### src/rtl/ttw_pkg.sv
// Package: shared widths, walk states and fault codes for the table walker.
// Assumes 32-bit virtual/physical addresses and 32-bit descriptors.
package ttw_pkg;

    localparam int TTW_AW  = 32;
    localparam int TTW_FSW = 8;

    typedef enum logic [2:0] {
        ST_IDLE,
        ST_L1_REQ,
        ST_L1_WAIT,
        ST_L2_REQ,
        ST_L2_WAIT,
        ST_DONE
    } walk_state_e;

    localparam logic [1:0] KIND_WRITE = 2'b01;

    localparam logic [3:0] FC_L1_XLATE   = 4'd5;
    localparam logic [3:0] FC_L2_XLATE   = 4'd7;
    localparam logic [3:0] FC_SEC_DOMAIN = 4'd9;
    localparam logic [3:0] FC_TBL_DOMAIN = 4'd11;
    localparam logic [3:0] FC_SEC_PERM   = 4'd13;
    localparam logic [3:0] FC_PAGE_PERM  = 4'd15;

    // Pack the access value and code into the status byte.
    function automatic logic [TTW_FSW-1:0] pack_status(input logic [1:0] acc,
                                                       input logic [3:0] code);
        return {2'b00, acc, code};
    endfunction

endpackage

### src/rtl/ttw_l1_decode.sv
// First-level descriptor decode: type, domain access value, section mapping
// and second-level table address. Purely combinational.
// Assumes desc is the first-level entry fetched for va.
module ttw_l1_decode
    import ttw_pkg::*;
(
    input  logic [TTW_AW-1:0] va,
    input  logic [31:0]       desc,
    input  logic [31:0]       dom_word,
    output logic [1:0]        l1_type,
    output logic [1:0]        acc,
    output logic [TTW_AW-1:0] sec_pa,
    output logic [1:0]        sec_ap,
    output logic [TTW_AW-1:0] l2_addr
);

    logic [4:0] dom_shift;

    // Extract type, access value and section fields.
    always_comb begin
        l1_type   = desc[1:0];
        dom_shift = {desc[8:5], 1'b0};
        acc       = dom_word[dom_shift +: 2];
        sec_pa    = {desc[31:20], va[19:0]};
        sec_ap    = desc[11:10];
    end

    // Second-level address: coarse for type 1, fine otherwise.
    always_comb begin
        if (desc[1:0] == 2'd1)
            l2_addr = {desc[31:10], va[19:12], 2'b00};
        else
            l2_addr = {desc[31:12], va[19:10], 2'b00};
    end

endmodule

### src/rtl/ttw_l2_decode.sv
// Second-level descriptor decode: page size, physical address, subpage
// permission field and translation fault. Purely combinational.
// Assumes coarse is set when the parent first-level entry was type 1.
module ttw_l2_decode
    import ttw_pkg::*;
(
    input  logic [TTW_AW-1:0] va,
    input  logic [31:0]       desc,
    input  logic              coarse,
    output logic              xlate_bad,
    output logic [TTW_AW-1:0] pg_pa,
    output logic [1:0]        pg_ap
);

    // Pick one of four 2-bit subpage fields starting at bit 4.
    function automatic logic [1:0] sub_ap(input logic [31:0] d, input logic [1:0] s);
        case (s)
            2'd0:    return d[5:4];
            2'd1:    return d[7:6];
            2'd2:    return d[9:8];
            default: return d[11:10];
        endcase
    endfunction

    // Decode the page type into address and permission field.
    always_comb begin
        xlate_bad = 1'b0;
        pg_pa     = '0;
        pg_ap     = 2'd0;
        case (desc[1:0])
            2'd0: xlate_bad = 1'b1;
            2'd1: begin
                pg_pa = {desc[31:16], va[15:0]};
                pg_ap = sub_ap(desc, va[15:14]);
            end
            2'd2: begin
                pg_pa = {desc[31:12], va[11:0]};
                pg_ap = sub_ap(desc, va[11:10]);
            end
            default: begin
                if (coarse) begin
                    xlate_bad = 1'b1;
                end else begin
                    pg_pa = {desc[31:10], va[9:0]};
                    pg_ap = desc[5:4];
                end
            end
        endcase
    end

endmodule

### src/rtl/ttw_perm.sv
// Access permission evaluation from permission field, domain access value,
// privilege and access direction. Purely combinational.
// Assumes ro_mode carries control bits [9:8].
module ttw_perm (
    input  logic [1:0] ap,
    input  logic [1:0] acc,
    input  logic       user,
    input  logic       is_write,
    input  logic [1:0] ro_mode,
    output logic       can_rd,
    output logic       can_wr
);

    // Evaluate read/write rights; both low means the access is denied.
    always_comb begin
        can_rd = 1'b0;
        can_wr = 1'b0;
        if (acc == 2'd3) begin
            can_rd = 1'b1;
            can_wr = 1'b1;
        end else begin
            case (ap)
                2'd0: begin
                    if (!is_write) begin
                        case (ro_mode)
                            2'd1:    can_rd = !user;
                            2'd2:    can_rd = 1'b1;
                            default: can_rd = 1'b0;
                        endcase
                    end
                end
                2'd1: begin
                    can_rd = !user;
                    can_wr = !user;
                end
                2'd2: begin
                    can_rd = user ? !is_write : 1'b1;
                    can_wr = !user;
                end
                default: begin
                    can_rd = 1'b1;
                    can_wr = 1'b1;
                end
            endcase
        end
    end

endmodule

### src/rtl/ttw_walker.sv
// Two-level translation table walker. Takes one request at a time, relocates
// low addresses, optionally bypasses translation, reads up to two descriptors
// and reports a physical address with permissions or a fault status.
// Assumes the cfg_* inputs stay stable from acceptance until done, and that
// memory answers each request with exactly one mem_rvalid pulse.
module ttw_walker
    import ttw_pkg::*;
#(
    parameter logic [31:0] RELOC_LIMIT = 32'h0200_0000
) (
    input  logic              clk,
    input  logic              rst_n,
    input  logic              req_valid,
    output logic              req_ready,
    input  logic [TTW_AW-1:0] req_va,
    input  logic [1:0]        req_kind,
    input  logic              req_user,
    input  logic [31:0]       cfg_ctrl,
    input  logic [31:0]       cfg_tbase,
    input  logic [31:0]       cfg_dom,
    input  logic [31:0]       cfg_pid,
    output logic              mem_req,
    output logic [TTW_AW-1:0] mem_addr,
    input  logic              mem_rvalid,
    input  logic [31:0]       mem_rdata,
    output logic              done,
    output logic [TTW_AW-1:0] pa,
    output logic              perm_rd,
    output logic              perm_wr,
    output logic              fault,
    output logic [TTW_FSW-1:0] fault_status
);

    walk_state_e        st;
    logic [TTW_AW-1:0]  va_q;
    logic               write_q;
    logic               user_q;
    logic [31:0]        desc1_q;

    logic [TTW_AW-1:0]  pa_q;
    logic               rd_q;
    logic               wr_q;
    logic               fault_q;
    logic [TTW_FSW-1:0] fs_q;

    logic [TTW_AW-1:0]  va_reloc;
    logic [TTW_AW-1:0]  l1_addr;
    logic [31:0]        l1_desc;
    logic [1:0]         l1_type;
    logic [1:0]         acc;
    logic [TTW_AW-1:0]  sec_pa;
    logic [1:0]         sec_ap;
    logic [TTW_AW-1:0]  l2_addr;
    logic               pg_bad;
    logic [TTW_AW-1:0]  pg_pa;
    logic [1:0]         pg_ap;
    logic [1:0]         ap_sel;
    logic               can_rd;
    logic               can_wr;

    logic               res_fault;
    logic [3:0]         res_code;
    logic [TTW_AW-1:0]  res_pa;
    logic               go_l2;

    // Relocate low addresses by the process offset.
    always_comb begin
        va_reloc = (req_va < RELOC_LIMIT) ? (req_va + cfg_pid) : req_va;
    end

    // First-level address and descriptor source: live response or stored copy.
    always_comb begin
        l1_addr = {cfg_tbase[31:14], va_q[31:20], 2'b00};
        l1_desc = (st == ST_L1_WAIT) ? mem_rdata : desc1_q;
    end

    ttw_l1_decode u_l1 (
        .va       (va_q),
        .desc     (l1_desc),
        .dom_word (cfg_dom),
        .l1_type  (l1_type),
        .acc      (acc),
        .sec_pa   (sec_pa),
        .sec_ap   (sec_ap),
        .l2_addr  (l2_addr)
    );

    ttw_l2_decode u_l2 (
        .va        (va_q),
        .desc      (mem_rdata),
        .coarse    (desc1_q[1:0] == 2'd1),
        .xlate_bad (pg_bad),
        .pg_pa     (pg_pa),
        .pg_ap     (pg_ap)
    );

    // Permission field comes from the section or from the page by walk level.
    always_comb begin
        ap_sel = (st == ST_L2_WAIT) ? pg_ap : sec_ap;
    end

    ttw_perm u_perm (
        .ap       (ap_sel),
        .acc      (acc),
        .user     (user_q),
        .is_write (write_q),
        .ro_mode  (cfg_ctrl[9:8]),
        .can_rd   (can_rd),
        .can_wr   (can_wr)
    );

    // Decide the outcome of the level whose descriptor is arriving.
    always_comb begin
        res_fault = 1'b0;
        res_code  = 4'd0;
        res_pa    = '0;
        go_l2     = 1'b0;
        if (st == ST_L2_WAIT) begin
            if (pg_bad) begin
                res_fault = 1'b1;
                res_code  = FC_L2_XLATE;
            end else if (!(can_rd || can_wr)) begin
                res_fault = 1'b1;
                res_code  = FC_PAGE_PERM;
            end else begin
                res_pa = pg_pa;
            end
        end else begin
            if (l1_type == 2'd0) begin
                res_fault = 1'b1;
                res_code  = FC_L1_XLATE;
            end else if (acc == 2'd0 || acc == 2'd2) begin
                res_fault = 1'b1;
                res_code  = (l1_type == 2'd2) ? FC_SEC_DOMAIN : FC_TBL_DOMAIN;
            end else if (l1_type == 2'd2) begin
                if (!(can_rd || can_wr)) begin
                    res_fault = 1'b1;
                    res_code  = FC_SEC_PERM;
                end else begin
                    res_pa = sec_pa;
                end
            end else begin
                go_l2 = 1'b1;
            end
        end
    end

    // Walk sequencing and result registers.
    always_ff @(posedge clk) begin
        if (!rst_n) begin
            st      <= ST_IDLE;
            va_q    <= '0;
            write_q <= 1'b0;
            user_q  <= 1'b0;
            desc1_q <= '0;
            pa_q    <= '0;
            rd_q    <= 1'b0;
            wr_q    <= 1'b0;
            fault_q <= 1'b0;
            fs_q    <= '0;
        end else begin
            case (st)
                ST_IDLE: begin
                    if (req_valid) begin
                        va_q    <= va_reloc;
                        write_q <= (req_kind == KIND_WRITE);
                        user_q  <= req_user;
                        if (cfg_ctrl[0]) begin
                            st <= ST_L1_REQ;
                        end else begin
                            pa_q    <= va_reloc;
                            rd_q    <= 1'b1;
                            wr_q    <= 1'b1;
                            fault_q <= 1'b0;
                            fs_q    <= '0;
                            st      <= ST_DONE;
                        end
                    end
                end
                ST_L1_REQ: st <= ST_L1_WAIT;
                ST_L1_WAIT: begin
                    if (mem_rvalid) begin
                        desc1_q <= mem_rdata;
                        if (go_l2) begin
                            st <= ST_L2_REQ;
                        end else begin
                            pa_q    <= res_pa;
                            rd_q    <= !res_fault && can_rd;
                            wr_q    <= !res_fault && can_wr;
                            fault_q <= res_fault;
                            fs_q    <= res_fault ? pack_status(acc, res_code) : '0;
                            st      <= ST_DONE;
                        end
                    end
                end
                ST_L2_REQ: st <= ST_L2_WAIT;
                ST_L2_WAIT: begin
                    if (mem_rvalid) begin
                        pa_q    <= res_pa;
                        rd_q    <= !res_fault && can_rd;
                        wr_q    <= !res_fault && can_wr;
                        fault_q <= res_fault;
                        fs_q    <= res_fault ? pack_status(acc, res_code) : '0;
                        st      <= ST_DONE;
                    end
                end
                default: st <= ST_IDLE;
            endcase
        end
    end

    // Port drive from state and result registers.
    always_comb begin
        req_ready    = (st == ST_IDLE);
        mem_req      = (st == ST_L1_REQ) || (st == ST_L2_REQ);
        mem_addr     = (st == ST_L2_REQ) ? l2_addr : l1_addr;
        done         = (st == ST_DONE);
        pa           = pa_q;
        perm_rd      = rd_q;
        perm_wr      = wr_q;
        fault        = fault_q;
        fault_status = fs_q;
    end

endmodule

### config.mk
export PLATFORM = sky130hd
export DESIGN_NAME = ttw_walker
export DESIGN_NICKNAME = d
export VERILOG_FILES = /design/src/rtl/ttw_pkg.sv /design/src/rtl/ttw_l1_decode.sv /design/src/rtl/ttw_l2_decode.sv /design/src/rtl/ttw_perm.sv /design/src/rtl/ttw_walker.sv
export SDC_FILE = /design/constraint.sdc
export NUM_CORES = 1
export LEC_CHECK = 0
export ABC_CLOCK_PERIOD_IN_PS = 4800
export BUFFER_PORTS_ARGS = -buffer_cell sky130_fd_sc_hd__buf_2
export CAP_MARGIN = 5
export CORE_MARGIN = 1.5
export CORE_UTILIZATION = 53
export DETAILED_ROUTE_END_ITERATION = 16
export PLACE_DENSITY_LB_ADDON = 0.12
export REMOVE_ABC_BUFFERS = 1
export SYNTH_ARGS = -nofsm -noshare
export SYNTH_HDL_FRONTEND = slang
export SYNTH_HIERARCHICAL = 1
export SYNTH_SLANG_ARGS = --single-unit
### constraint.sdc
create_clock -name clk -period 4.8 [get_ports clk]
set_input_delay 0.48 -clock clk [delete_from_list [all_inputs] [get_ports clk]]
set_output_delay 0.48 -clock clk [all_outputs]
set_load 0.05 [all_outputs]
== After elaboration in Yosys (flattened, before gate mapping) ==
Index checks and enable logic that the tools add are counted.
Storage, ports and cells
  input port bits: 199
  word-level logic and storage cells: 141
  bits in read-only memories: 0
  bits in latches: 0
  RAM bits: 0
  register bits: 112
  memories: 0
Operators by class
  bitwise operators: 0
  eq/ne operators: 26
  div/mod/pow operators: 0
  multiplexer cells: 80
  order comparisons: 1
  $mul: 0
  shift operators: 1
  $add $sub $neg: 1
  reduce and logical (&&, ||, !) cells: 22
Operators by type and width (number)
  32-bit two-way mux: 16
  32-bit case mux with 3 select lines: 2
  8-bit two-way mux: 5
  32-bit adder: 1
  32-bit by 26-bit < comparator with 1-bit output, second input constant: 1
  32-bit by 6-bit indexed part select with 2-bit output: 1
  1-bit two-way mux: 28
  4-bit two-way mux: 7
  8-bit case mux with 3 select lines: 1
  2-bit case mux with 3 select lines: 3
  2-bit by 1-bit == test with 1-bit output, second input constant: 8
  2-bit == test, second input constant: 8
  3-bit two-way mux: 5
  3-bit case mux with 5 select lines: 1
  2-bit logical NOT: 6
  12-bit two-way mux: 1
  1-bit case mux with 3 select lines: 4
  2-bit inequality test, second input constant: 5
  3-bit by 2-bit == test with 1-bit output, second input constant: 2
  3-bit == test, second input constant: 2
  2-bit two-way mux: 3
  6-bit two-way mux: 1
  1-bit case mux with 2 select lines: 3
  6-bit AND reduction: 1
  other kinds (9): 16

== Longest topological paths before layout ==
Gate-level depths: netlist of run 1.
  word-level depth: 19
  gate-level depth with buffers: 19
  mapped depth without buffers: 16

== Cells and area by module ==
The synthesis of run 1 kept the hierarchy.
Modules (own cells, without submodules)
  ttw_walker: times used 1, area each 7868.8 um2, sequential area each 2182.1 um2, cells an instance 1015
  ttw_l1_decode: times used 1, area each 832.0 um2, sequential area each 0.0 um2, cells an instance 92
  ttw_l2_decode: times used 1, area each 464.2 um2, sequential area each 0.0 um2, cells an instance 62
  ttw_perm: times used 1, area each 155.1 um2, sequential area each 0.0 um2, cells an instance 19

== Worst setup path after synthesis of run 1 ==
OpenSTA, ideal clock, no wires.
  path type: reg2reg
  start: register st[2]
  end: register pa_q[21] (netlist: pa[21])
  stages on the path, launching flop included: 18
  path slack: 0.524 ns
  data arrival time: 4.143 ns
  library setup time: 0.134 ns
  clock period less this slack: 4.276 ns
  required time: 4.666 ns
  buffers on the path: 4
  cells stage by stage: dfxtp_1 clkbuf_1 nand2b_1 nor2_1 clkbuf_1 mux2_2 buf_6 mux4_2 a22oi_1 nand3_1 a221oi_2 o211ai_1 nor2_1 nor4b_2 clkbuf_1 a22o_1 a222oi_1 o22ai_1
RTL lines
  from (decl): line ttw_walker.sv:34  | walk_state_e st;
  from (signal assigned): line ttw_walker.sv:151  | st <= ST_IDLE;
  from (signal assigned): line ttw_walker.sv:169  | st <= ST_L1_REQ;
  from (signal assigned): line ttw_walker.sv:176  | st <= ST_DONE;
  3-bit by 2-bit == test with 1-bit output (*): line ttw_walker.sv:74  | l1_desc = (st == ST_L1_WAIT) ? mem_rdata : desc1_q;
  32-bit two-way mux (*): line ttw_walker.sv:74
  via l1_desc[5]: line ttw_walker.sv:48  | logic [31:0] l1_desc;
  32-bit by 6-bit indexed part select with 2-bit output (*): line ttw_l1_decode.sv:23  | acc = dom_word[dom_shift +: 2];
  via acc[0]: line ttw_walker.sv:50  | logic [1:0] acc;
  2-bit == test (*): line ttw_perm.sv:18  | if (acc == 2'd3) begin
  1-bit two-way mux (*): line ttw_perm.sv:18
  via can_rd: line ttw_walker.sv:58  | logic can_rd;
  1-bit logical OR (*): line ttw_walker.sv:122, ttw_walker.sv:136
  32-bit two-way mux: line ttw_walker.sv:136  | if (!(can_rd || can_wr)) begin
  32-bit two-way mux: line ttw_walker.sv:135  | end else if (l1_type == 2'd2) begin
  32-bit two-way mux: line ttw_walker.sv:132  | end else if (acc == 2'd0 || acc == 2'd2) begin
  32-bit two-way mux: line ttw_walker.sv:129  | if (l1_type == 2'd0) begin
  32-bit two-way mux (*): line ttw_walker.sv:118  | if (st == ST_L2_WAIT) begin
  32-bit two-way mux: line ttw_walker.sv:184  | if (go_l2) begin
  32-bit two-way mux: line ttw_walker.sv:182  | if (mem_rvalid) begin
  32-bit case mux with 3 select lines (*): line ttw_walker.sv:162  | case (st)
  to (signal assigned): line ttw_walker.sv:171  | pa_q <= va_reloc;
  to (signal assigned): line ttw_walker.sv:187  | pa_q <= res_pa;
  to (signal assigned): line ttw_walker.sv:199  | pa_q <= res_pa;
  to (decl): line ttw_walker.sv:40  | logic [TTW_AW-1:0] pa_q;
Mark *: on every way through the listed nets, which the timed path passes. The rest lies on a longest branch. The select of a mux whose other input is x is not followed.
A chain may end at the register's enable or synchronous reset.

== Worst setup path in the final report of run 1 ==
  start: register st[2]
  end: register pa_q[30] (netlist: pa[30])
The elaborated chain is that of the path after synthesis.

==> results of run 1 <==
cell type report:
type,instances,share of cell area
tap,220,0.0269
clock buffer,11,0.0247
multi-input combinational,905,0.606
antenna,1,0.000245
inverter,17,0.00624
clock inverter,5,0.00526
sequential,105,0.206
timing repair buffer,246,0.125
state kept, by name (all words and copies together), names as in the netlist:
name          count
perm_wr           1
st                3
desc1_q          28
user_q            1
pa               32
fault_status      6
write_q           1
va_q             32
perm_rd           1
final timing paths:
kind / cells after the start / endpoint / start
worst min-delay path: 3 / user_q / req_user
worst min register to register: 2 / fault_status[1] / fault_status[1]
worst max-delay path: 15 / pa[30] / st[2]
worst max register to register: 15 / pa[30] / st[2]
power by group through the flow:
stage	clock (W)	combinational (W)	sequential, W
4_1_cts	0.000771	0.00107	0.000983
3_5_place_dp	0	0.00106	0.00100
2_1_floorplan	0	0.000662	0.00107
5_1_grt	0.000800	0.00116	0.000991
3_3_place_gp	0	0.00105	0.00100
6_report	0.000767	0.00108	0.000984
per-layer routing:
layer	up-vias	global-route usage	routed length (um)
met5	-	0	0
met1	4383	0.426	12300
met4	0	0.0824	545
met2	443	0.474	13000
li1	4483	-	-
met3	34	0.0321	2550
layout by cell type (no fill, tap or decap), types with 10 or more instances in the layout:
| cell | instances |
|---|---|
| sky130_fd_sc_hd__nor2b_1 | 40 |
| sky130_fd_sc_hd__or3_1 | 10 |
| sky130_fd_sc_hd__and3_1 | 14 |
| sky130_fd_sc_hd__a21o_1 | 13 |
| sky130_fd_sc_hd__dfxtp_1 | 105 |
| sky130_fd_sc_hd__a222oi_1 | 18 |
| sky130_fd_sc_hd__a22oi_1 | 16 |
| sky130_fd_sc_hd__nor2_1 | 73 |
| sky130_fd_sc_hd__mux2i_1 | 10 |
| sky130_fd_sc_hd__nand4_1 | 12 |
| sky130_fd_sc_hd__a22o_1 | 22 |
| sky130_fd_sc_hd__buf_2 | 227 |
| sky130_fd_sc_hd__nand3_1 | 31 |
| sky130_fd_sc_hd__buf_4 | 19 |
| sky130_fd_sc_hd__nand2_1 | 145 |
| sky130_fd_sc_hd__a211oi_1 | 13 |
| sky130_fd_sc_hd__nor3_1 | 20 |
| sky130_fd_sc_hd__inv_1 | 16 |
| sky130_fd_sc_hd__and2_1 | 10 |
| sky130_fd_sc_hd__o21ai_0 | 55 |
| sky130_fd_sc_hd__a21oi_1 | 117 |
| sky130_fd_sc_hd__ha_1 | 37 |
| sky130_fd_sc_hd__o22ai_1 | 10 |
| sky130_fd_sc_hd__mux2_2 | 77 |
worst max-delay path: cells and delay by family (launching register included):
kind | cells | cell delay (ps)
compound gates | 7 | 1490
mux | 2 | 920
simple gates | 5 | 890
flops | 1 | 560
buf+inv | 1 | 270
stage by stage:
stage / worst slack (ps) / hold WS (ps) / power (W)
6_report: 547 / 362 / 0.00283
5_1_grt: 317 / 388 / 0.00296
4_1_cts: 601 / 362 / 0.00282
3_5_place_dp: 625 / 444 / 0.00207
3_3_place_gp: 665 / 439 / 0.00205
2_1_floorplan: -691 / 434 / 0.00174
==> metrics.md, run 1 <==
| Metric | Value |
|---|---|
| Result of the run | complete, no violations |
| Post-route setup TNS | 0 ps |
| Sequential cell area | 0.00210 mm2 |
| Die Height | 134 um |
| Setup Skew | 7.73 ps |
| Post-DP Area | 0.00991 mm2 |
| Count of clock tree sinks | 105 |
| GR Util All Layers | 0.298 |
| Crit Path Class | register to register |
| Share of the core filled with cells in the final layout | 0.612 |
| Unrepaired setup endpoints after global routing | no |
| Post-detailed-route count of antenna-violating nets | 0 |
| Antenna violations before repair | 1 |
| Worst-case headroom to the max-slew limit | 0.303 |
| Largest net degree at the start of global routing | 43 |
| CTS tree | yes |
| Maximum count of clock buffers along a single path | 2 |
| Per-instance average area after synthesis | 7.83 um2 |
| Share of post-route cells with drive strength above 1 | 0.291 |
| Post-CTS clock slew at the launch and capture registers of the worst setup and hold paths | 70 ps |
| Die Footprint | 0.0181 mm2 |
| Classification of the worst-slack hold path | input pin to register |
| Cell Area, Synth | 0.00915 mm2 |
| Total grt overflow | 0 |
| CP Capture Type | register |
| Via count | 9,343 |
| Mapped Cells | 1,168 |
| Via-to-Cell Ratio | 6.19 |
| Leakage power of the design | 4.28 nW |
| CP max stage delay | 560 ps |
| Internal power | 0.00175 W |
| Flop pwr share | 0.347 |
| Worst-path cell chain | nand2b_1, nor2_2, mux2_2, mux4_2, a22oi_1, nand3_1, a221oi_2, o211ai_1, nor2_1, nor4b_4, buf_4, a22o_1, a222oi_1, o311a_1, a31oi_1 |
| Net Switching | 0.00109 W |
| Worst VDD drop | 172 uV |
| Final hold viol count | 0 |
| # port buffers | 227 |
| Post-CTS Hold Buffers | 0 |
| Post-route standard cell area excluding fillers | 0.0102 mm2 |
| DRC violations left | 0 |
| Total placed cells including tap cells | 1,493 |
| Transition time at the pin with the least slew margin | 1040 ps |
| Post-layout net count | 1,521 |
| Final HPWL DP | 21.0 mm |
| Clock buffers created by TritonCTS | 9 |
| Post-CTS repair timing setup buffer count | 0 |
| Post-Route WL | 28.3 mm |
| Pre-Repair DR Iteration Count | 7 |
| Clock root buffer | sky130_fd_sc_hd__clkbuf_16 |
| Starting utilization of the core area | 0.548 |
| Area of the multi-input gates | 0.00619 mm2 |
| Filler-free cell count of the finished design | 1,510 |
| Core Box Area | 0.0167 mm2 |
| Fraction of power spent switching nets | 0.383 |
| Critical path launch point type | register |
| Maxcap violations | 0 |
| Maximum clock rate | 0.235 GHz |
| Part of the total power dissipated in the clock network | 0.271 |
| Number of pins with negative max-slew slack in the final report | 0 |
| Synth-to-Final Area Change | 11.8% |
| Slowest cell on crit path | sky130_fd_sc_hd__dfxtp_1 |
| Power per cell area | 277 mW/mm2 |
| Req. time, crit path | 5030 ps |
| Number of warnings issued by yosys | 6 |
| Number of design-rule violations left by the first detailed-router iteration | 943 |
| First-pass GRT wire length | 43.0 mm |
| Count of filler cells inserted in the layout | 1,585 |
| Number of levels in the clock H-tree | 3 |
| Routed wire length per instance | 18.8 um |
| Placer Congestion | 0.900 |
| Fin crit share | 0.886 |
| Clk_lat worst skew | 350 ps |
| Number of failing setup endpoints in the final timing report | 0 |
| Post-CTS sizing | 0 |
| Die Span X | 134 um |
| Data arrival time of the worst path | 4480 ps |
| Flop2flop setup slack | 550 ps |
| Part of the power in combinational logic | 0.382 |
| Via count of the first global-routing pass | 8,088 |
| Biggest fanout along the worst timing path | 32 |
| Boundary pin count | 277 |
| Cell row count | 47 |
| Fin crit period | 4250 ps |
Note: power is estimated with default switching activity, not from simulation.
==> run 2: changes to the inputs <==
--- a/config.mk
+++ b/config.mk
@@ -6,11 +6,11 @@
 export NUM_CORES = 1
 export LEC_CHECK = 0
 export ABC_CLOCK_PERIOD_IN_PS = 4800
-export BUFFER_PORTS_ARGS = -buffer_cell sky130_fd_sc_hd__buf_2
 export CAP_MARGIN = 5
 export CORE_MARGIN = 1.5
-export CORE_UTILIZATION = 53
+export CORE_UTILIZATION = 65
 export DETAILED_ROUTE_END_ITERATION = 16
+export DONT_BUFFER_PORTS = 1
 export PLACE_DENSITY_LB_ADDON = 0.12
 export REMOVE_ABC_BUFFERS = 1
 export SYNTH_ARGS = -nofsm -noshare
==> run 2 against run 1 <==
Critical path depth is the same. Clock power shrank 11%. Cell area shrank 12%. Utilization grew 3.7 points. Power shrank 7.6%. Via count shrank 10%. Critical endpoint is now pa[2].
==> metrics.md, run 2 (same netlist as run 1, synthesis figures left out) <==
| Metric | Value |
|---|---|
| Req. time, crit path | 5020 ps |
| Part of the power in combinational logic | 0.328 |
| Maxcap violations | 0 |
| GRT met3 Usage | 0.0754 |
| Total grt overflow | 0 |
| Number of pins with negative max-slew slack in the final report | 0 |
| Maximum clock rate | 0.232 GHz |
| Area of the multi-input gates | 0.00619 mm2 |
| CP Capture Type | register |
| Count of filler cells inserted in the layout | 1,203 |
| Post-layout net count | 1,290 |
| GR Util All Layers | 0.345 |
| Via-to-Cell Ratio | 6.80 |
| Routed wire length per instance | 21.5 um |
| Setup Skew | 10.2 ps |
| Cell family contributing the most delay on the critical path | simple AND/OR/NAND/NOR gates |
| Via count of the first global-routing pass | 7,575 |
| Die Height | 122 um |
| Power per cell area | 292 mW/mm2 |
| Internal power | 0.00159 W |
| Number of failing setup endpoints in the final timing report | 0 |
| Placer Congestion | 0.964 |
| Most common library cell in the layout ignoring fill and taps | sky130_fd_sc_hd__nand2_1 |
| Cell row count | 43 |
| Flop pwr share | 0.411 |
| DRC violations left | 0 |
| Pre-Repair DR Iteration Count | 5 |
| # port buffers | 0 |
| Share of post-route cells with drive strength above 1 | 0.134 |
| Fin crit share | 0.899 |
| First-pass GRT wire length | 40.3 mm |
| CTS tree | yes |
| Core Box Area | 0.0138 mm2 |
| Crit Path Class | register to register |
| Critical path launch point type | register |
| Maximum count of clock buffers along a single path | 2 |
| Clock root buffer | sky130_fd_sc_hd__clkbuf_16 |
| Commonest cells after routing, fill and taps aside | sky130_fd_sc_hd__nand2_1, sky130_fd_sc_hd__a21oi_1, sky130_fd_sc_hd__dfxtp_1 |
| Met2 Track Usage GR | 0.564 |
| Die Footprint | 0.0148 mm2 |
| Post-CTS clock slew at the launch and capture registers of the worst setup and hold paths | 70 ps |
| Critical path buffer and inverter count | 3 |
| Result of the run | complete, no violations |
| Fin crit period | 4310 ps |
| Met1 demand-to-capacity share in global routing | 0.455 |
| Worst-case headroom to the max-slew limit | 0.310 |
| Fraction of power spent switching nets | 0.391 |
| # diodes | 0 |
| Starting utilization of the core area | 0.661 |
| Number of design-rule violations left by the first detailed-router iteration | 987 |
| Data arrival time of the worst path | 4530 ps |
| Leakage power of the design | 3.27 nW |
| Biggest fanout along the worst timing path | 28 |
| CP max stage delay | 770 ps |
| Post-CTS repair timing setup buffer count | 0 |
| Post-Route WL | 26.6 mm |
| Post-CTS Hold Buffers | 0 |
| Via count | 8,413 |
| Layer with the highest usage | met2 |
| Worst VDD drop | 176 uV |
| Antenna violations before repair | 0 |
| Clock buffers created by TritonCTS | 9 |
| Final HPWL DP | 19.5 mm |
| Smallest hold slack | 252 ps |
| Transition time at the pin with the least slew margin | 1030 ps |
| Net Switching | 0.00102 W |
| Final hold viol count | 0 |
| Largest net degree at the start of global routing | 43 |
| Boundary pin count | 277 |
| Part of the total power dissipated in the clock network | 0.261 |
| Clk_lat worst skew | 350 ps |
| Worst-path cell chain | nand2b_1, nor2_2, buf_4, mux2_2, nand2_1, nand2_1, inv_1, ha_1, mux2i_1, a21o_1, nor2_1, nor4b_4, buf_4, a221oi_1, a2111oi_0 |
| Unrepaired setup endpoints after global routing | no |
| Post-detailed-route count of antenna-violating nets | 0 |
| Die Span X | 122 um |
| Share of the core filled with cells in the final layout | 0.649 |
| Sequential cell area | 0.00210 mm2 |
| Count of clock tree sinks | 105 |
| Synth-to-Final Area Change | -1.93% |
| Classification of the worst-slack hold path | input pin to register |
| Number of levels in the clock H-tree | 3 |
| Post-CTS sizing | 0 |
| Slowest cell on crit path | sky130_fd_sc_hd__nor4b_4 |
run 2: cell types whose count changed in the layout (fill, tap and decap cells not counted), sizes merged:
cell | previous run | this run
buf | 246 | 15
bufinv | 1 | 0
clkbuf | 11 | 10
clkinv | 4 | 3
clkinvlp | 0 | 1
diode | 1 | 0
inv | 17 | 18
run 2: cell type report:
| class | instances | area share |
|---|---|---|
| Clock buffer | 10 | 0.0255 |
| Clock inverter | 5 | 0.00349 |
| Inverter | 17 | 0.00711 |
| Multi-Input combinational cell | 905 | 0.690 |
| Sequential cell | 105 | 0.234 |
| Tap cell | 180 | 0.0251 |
| Timing Repair Buffer | 15 | 0.0140 |
run 2: path summary, 6_finish.rpt:
kind	startpoint	endpoint	slack (ps)	cells past startpoint
setup reg to reg	st[1]	pa[2]	490	15
hold reg to reg	desc1_q[7]	desc1_q[7]	450	2
hold / removal	rst_n	pa[6]	250	1
setup / recovery	st[1]	pa[2]	490	15
run 2: power groups by stage:
stage	registers, W	clock network, W	logic (W)
2_1_floorplan	0.00107	0	0.000662
3_3_place_gp	0.00109	0	0.000833
3_5_place_dp	0.00109	0	0.000842
4_1_cts	0.00107	0.000687	0.000846
5_1_grt	0.00108	0.000724	0.000934
6_report	0.00108	0.000682	0.000859
run 2: worst register-to-register path, delay by kind of cell (launching register included):
family | cells | cell delay, ps
AO/OA/AOI/OAI | 3 | 550
multiplexers | 2 | 570
AND/OR/NAND/NOR | 6 | 1370
buffers and inverters | 3 | 900
adder cells (fa/ha/maj) | 1 | 250
flip-flops | 1 | 560
run 2: metrics by stage:
stage	setup slack (ps)	instances	power (W)	setup TNS, ps	cell area, um2
after floorplan	-691	1027	0.00174	-19300	8340
after global placement	599	1222	0.00192	0	8710
after detailed placement	514	1222	0.00194	0	8710
after CTS	511	1237	0.00261	0	8970
after global routing	108	1237	0.00274	0	8970
final	486	1237	0.00262	0	8970
run 2: metal layers:
metal	wire length, um	up-vias
met3	2600	37
met2	12400	419
met1	11000	3954
li1	-	4003
met4	576	0
met5	0	-
==> run 3: changes to the inputs <==
--- a/config.mk
+++ b/config.mk
@@ -5,7 +5,7 @@
 export SDC_FILE = /design/constraint.sdc
 export NUM_CORES = 1
 export LEC_CHECK = 0
-export ABC_CLOCK_PERIOD_IN_PS = 4800
+export ABC_CLOCK_PERIOD_IN_PS = 4700
 export CAP_MARGIN = 5
 export CORE_MARGIN = 1.5
 export CORE_UTILIZATION = 65
==> constraint.sdc (replaced) <==
create_clock -name clk -period 4.7 [get_ports clk]
set_input_delay 0.47 -clock clk [delete_from_list [all_inputs] [get_ports clk]]
set_output_delay 0.47 -clock clk [all_outputs]
set_load 0.05 [all_outputs]
==> run 3 against run 2 <==
Critical path depth unchanged. Sequential power about the same. Via count increased by 0.33%. Power grew 4.6%. Flip-flop and latch count is the same. Die area unchanged. Global-route usage grew 0.18 points. Setup slack worse by 56 ps. Register-to-register slack worse by 60 ps. Cell area is 0.49% higher. Utilization increased by 0.32 points. Critical endpoint unchanged. Largest cell class unchanged.
==> metrics.md, run 3 (same netlist as run 1, synthesis figures left out) <==
| Metric | Value |
|---|---|
| Number of design-rule violations left by the first detailed-router iteration | 954 |
| Die Footprint | 0.0148 mm2 |
| Fin crit share | 0.909 |
| Biggest fanout along the worst timing path | 28 |
| Classification of the worst-slack hold path | input pin to register |
| Maximum clock rate | 0.234 GHz |
| # port buffers | 0 |
| Core Box Area | 0.0138 mm2 |
| Crit Path Class | register to register |
| Part of the total power dissipated in the clock network | 0.278 |
| CP max stage delay | 750 ps |
| DRC violations left | 0 |
| CTS tree | yes |
| Final HPWL DP | 19.6 mm |
| Power per cell area | 304 mW/mm2 |
| Unrepaired setup endpoints after global routing | no |
| Cell family contributing the most delay on the critical path | simple AND/OR/NAND/NOR gates |
| Pre-Repair DR Iteration Count | 7 |
| Synth-to-Final Area Change | -1.45% |
| Result of the run | complete, no violations |
| Number of levels in the clock H-tree | 3 |
| Commonest cells after routing, fill and taps aside | sky130_fd_sc_hd__nand2_1, sky130_fd_sc_hd__a21oi_1, sky130_fd_sc_hd__dfxtp_1 |
| Cell row count | 43 |
| Post-CTS sizing | 0 |
| Number of pins with negative max-slew slack in the final report | 0 |
| Transition time at the pin with the least slew margin | 1050 ps |
| Net Switching | 0.00105 W |
| Leakage power of the design | 3.29 nW |
| Post-CTS Hold Buffers | 0 |
| GR Util All Layers | 0.347 |
| Count of filler cells inserted in the layout | 1,252 |
| Part of the power in combinational logic | 0.322 |
| Maxcap violations | 0 |
| Slowest cell on crit path | sky130_fd_sc_hd__nor4b_4 |
| Count of clock tree sinks | 105 |
| CP Capture Type | register |
| Via-to-Cell Ratio | 6.81 |
| Share of post-route cells with drive strength above 1 | 0.135 |
| Critical path buffer and inverter count | 3 |
| Via count | 8,441 |
| Via count of the first global-routing pass | 7,554 |
| Critical path launch point type | register |
| Post-CTS repair timing setup buffer count | 0 |
| Placer Congestion | 0.978 |
| Clock buffers created by TritonCTS | 9 |
| Clock root buffer | sky130_fd_sc_hd__clkbuf_16 |
| Fin crit period | 4270 ps |
| Post-CTS clock slew at the launch and capture registers of the worst setup and hold paths | 70 ps |
| Flop pwr share | 0.400 |
| Routed wire length per instance | 21.5 um |
| Clk_lat worst skew | 360 ps |
| Req. time, crit path | 4930 ps |
| Post-Route WL | 26.6 mm |
| Starting utilization of the core area | 0.661 |
| Filler-free cell count of the finished design | 1,240 |
| Post-layout net count | 1,292 |
| Most common library cell in the layout ignoring fill and taps | sky130_fd_sc_hd__nand2_1 |
| Post-detailed-route count of antenna-violating nets | 0 |
| Maximum count of clock buffers along a single path | 2 |
| Die Span X | 122 um |
| First-pass GRT wire length | 40.4 mm |
| Worst-case headroom to the max-slew limit | 0.300 |
| Die Height | 122 um |
| Boundary pin count | 277 |
| Total placed cells including tap cells | 1,224 |
| Setup Skew | 9.69 ps |
| Final hold viol count | 0 |
| Largest net degree at the start of global routing | 56 |
| Antenna violations before repair | 0 |
| Number of failing setup endpoints in the final timing report | 0 |
| Worst VDD drop | 207 uV |
| Flop2flop setup slack | 430 ps |
| Data arrival time of the worst path | 4500 ps |
| PnR Total Power | 0.00274 W |
| Internal power | 0.00169 W |
| Fraction of power spent switching nets | 0.383 |
| Worst-path cell chain | nand2b_1, nor2_2, buf_4, mux2_2, nand2_1, nand2_1, inv_1, ha_1, mux2i_1, a21o_1, nor2_1, nor4b_4, buf_4, a221oi_1, a2111oi_0 |
| Total grt overflow | 0 |
| # diodes | 0 |
-- run 3: worst paths after layout --
path                  to  cells past startpoint           from
max reg2reg        pa[2]                     15          st[2]
max                pa[2]                     15          st[2]
min          desc1_q[24]                      2  mem_rdata[24]
min reg2reg  desc1_q[22]                      2    desc1_q[22]
-- run 3: metal layers --
metal  GRT usage  up-vias  routed length, um
met5           0        -                  0
met4       0.107        0                611
met3      0.0777       48               2730
met2       0.564      415              12400
met1       0.460     3957              10900
li1            -     4021                  -
-- run 3: cell type report --
| cell class | count | area (um2) | share of cell area |
|---|---|---|---|
| Multi-Input combinational cell | 905 | 6190 | 0.687 |
| Sequential cell | 105 | 2100 | 0.233 |
| Clock buffer | 12 | 236 | 0.0262 |
| Tap cell | 180 | 225 | 0.0250 |
| Timing Repair Buffer | 17 | 140 | 0.0155 |
| Inverter | 17 | 63.8 | 0.00708 |
| Clock inverter | 4 | 52.6 | 0.00583 |
-- run 3: stage by stage --
| stage | worst slack (ps) | setup TNS, ps | instance area [um2] | utilization | hold WS [ps] |
|---|---|---|---|---|---|
| after global routing | 27.1 | 0 | 9010 | 0.652 | 240 |
| after global placement | 546 | 0 | 8720 | 0.631 | 440 |
| after floorplan | -791 | -23300 | 8340 | - | 434 |
| final | 430 | 0 | 9010 | 0.652 | 244 |
| after detailed placement | 471 | 0 | 8720 | 0.631 | 444 |
| after CTS | 460 | 0 | 9010 | 0.652 | 233 |
-- run 3: power by group through the flow --
stage               Sequential, W  Combinational (W)  Clock (W)
floorplan                 0.00110           0.000677          0
finish                    0.00109           0.000882   0.000762
CTS                       0.00109           0.000873   0.000762
global placement          0.00111           0.000859          0
global route              0.00110           0.000959   0.000798
detailed placement        0.00111           0.000867          0
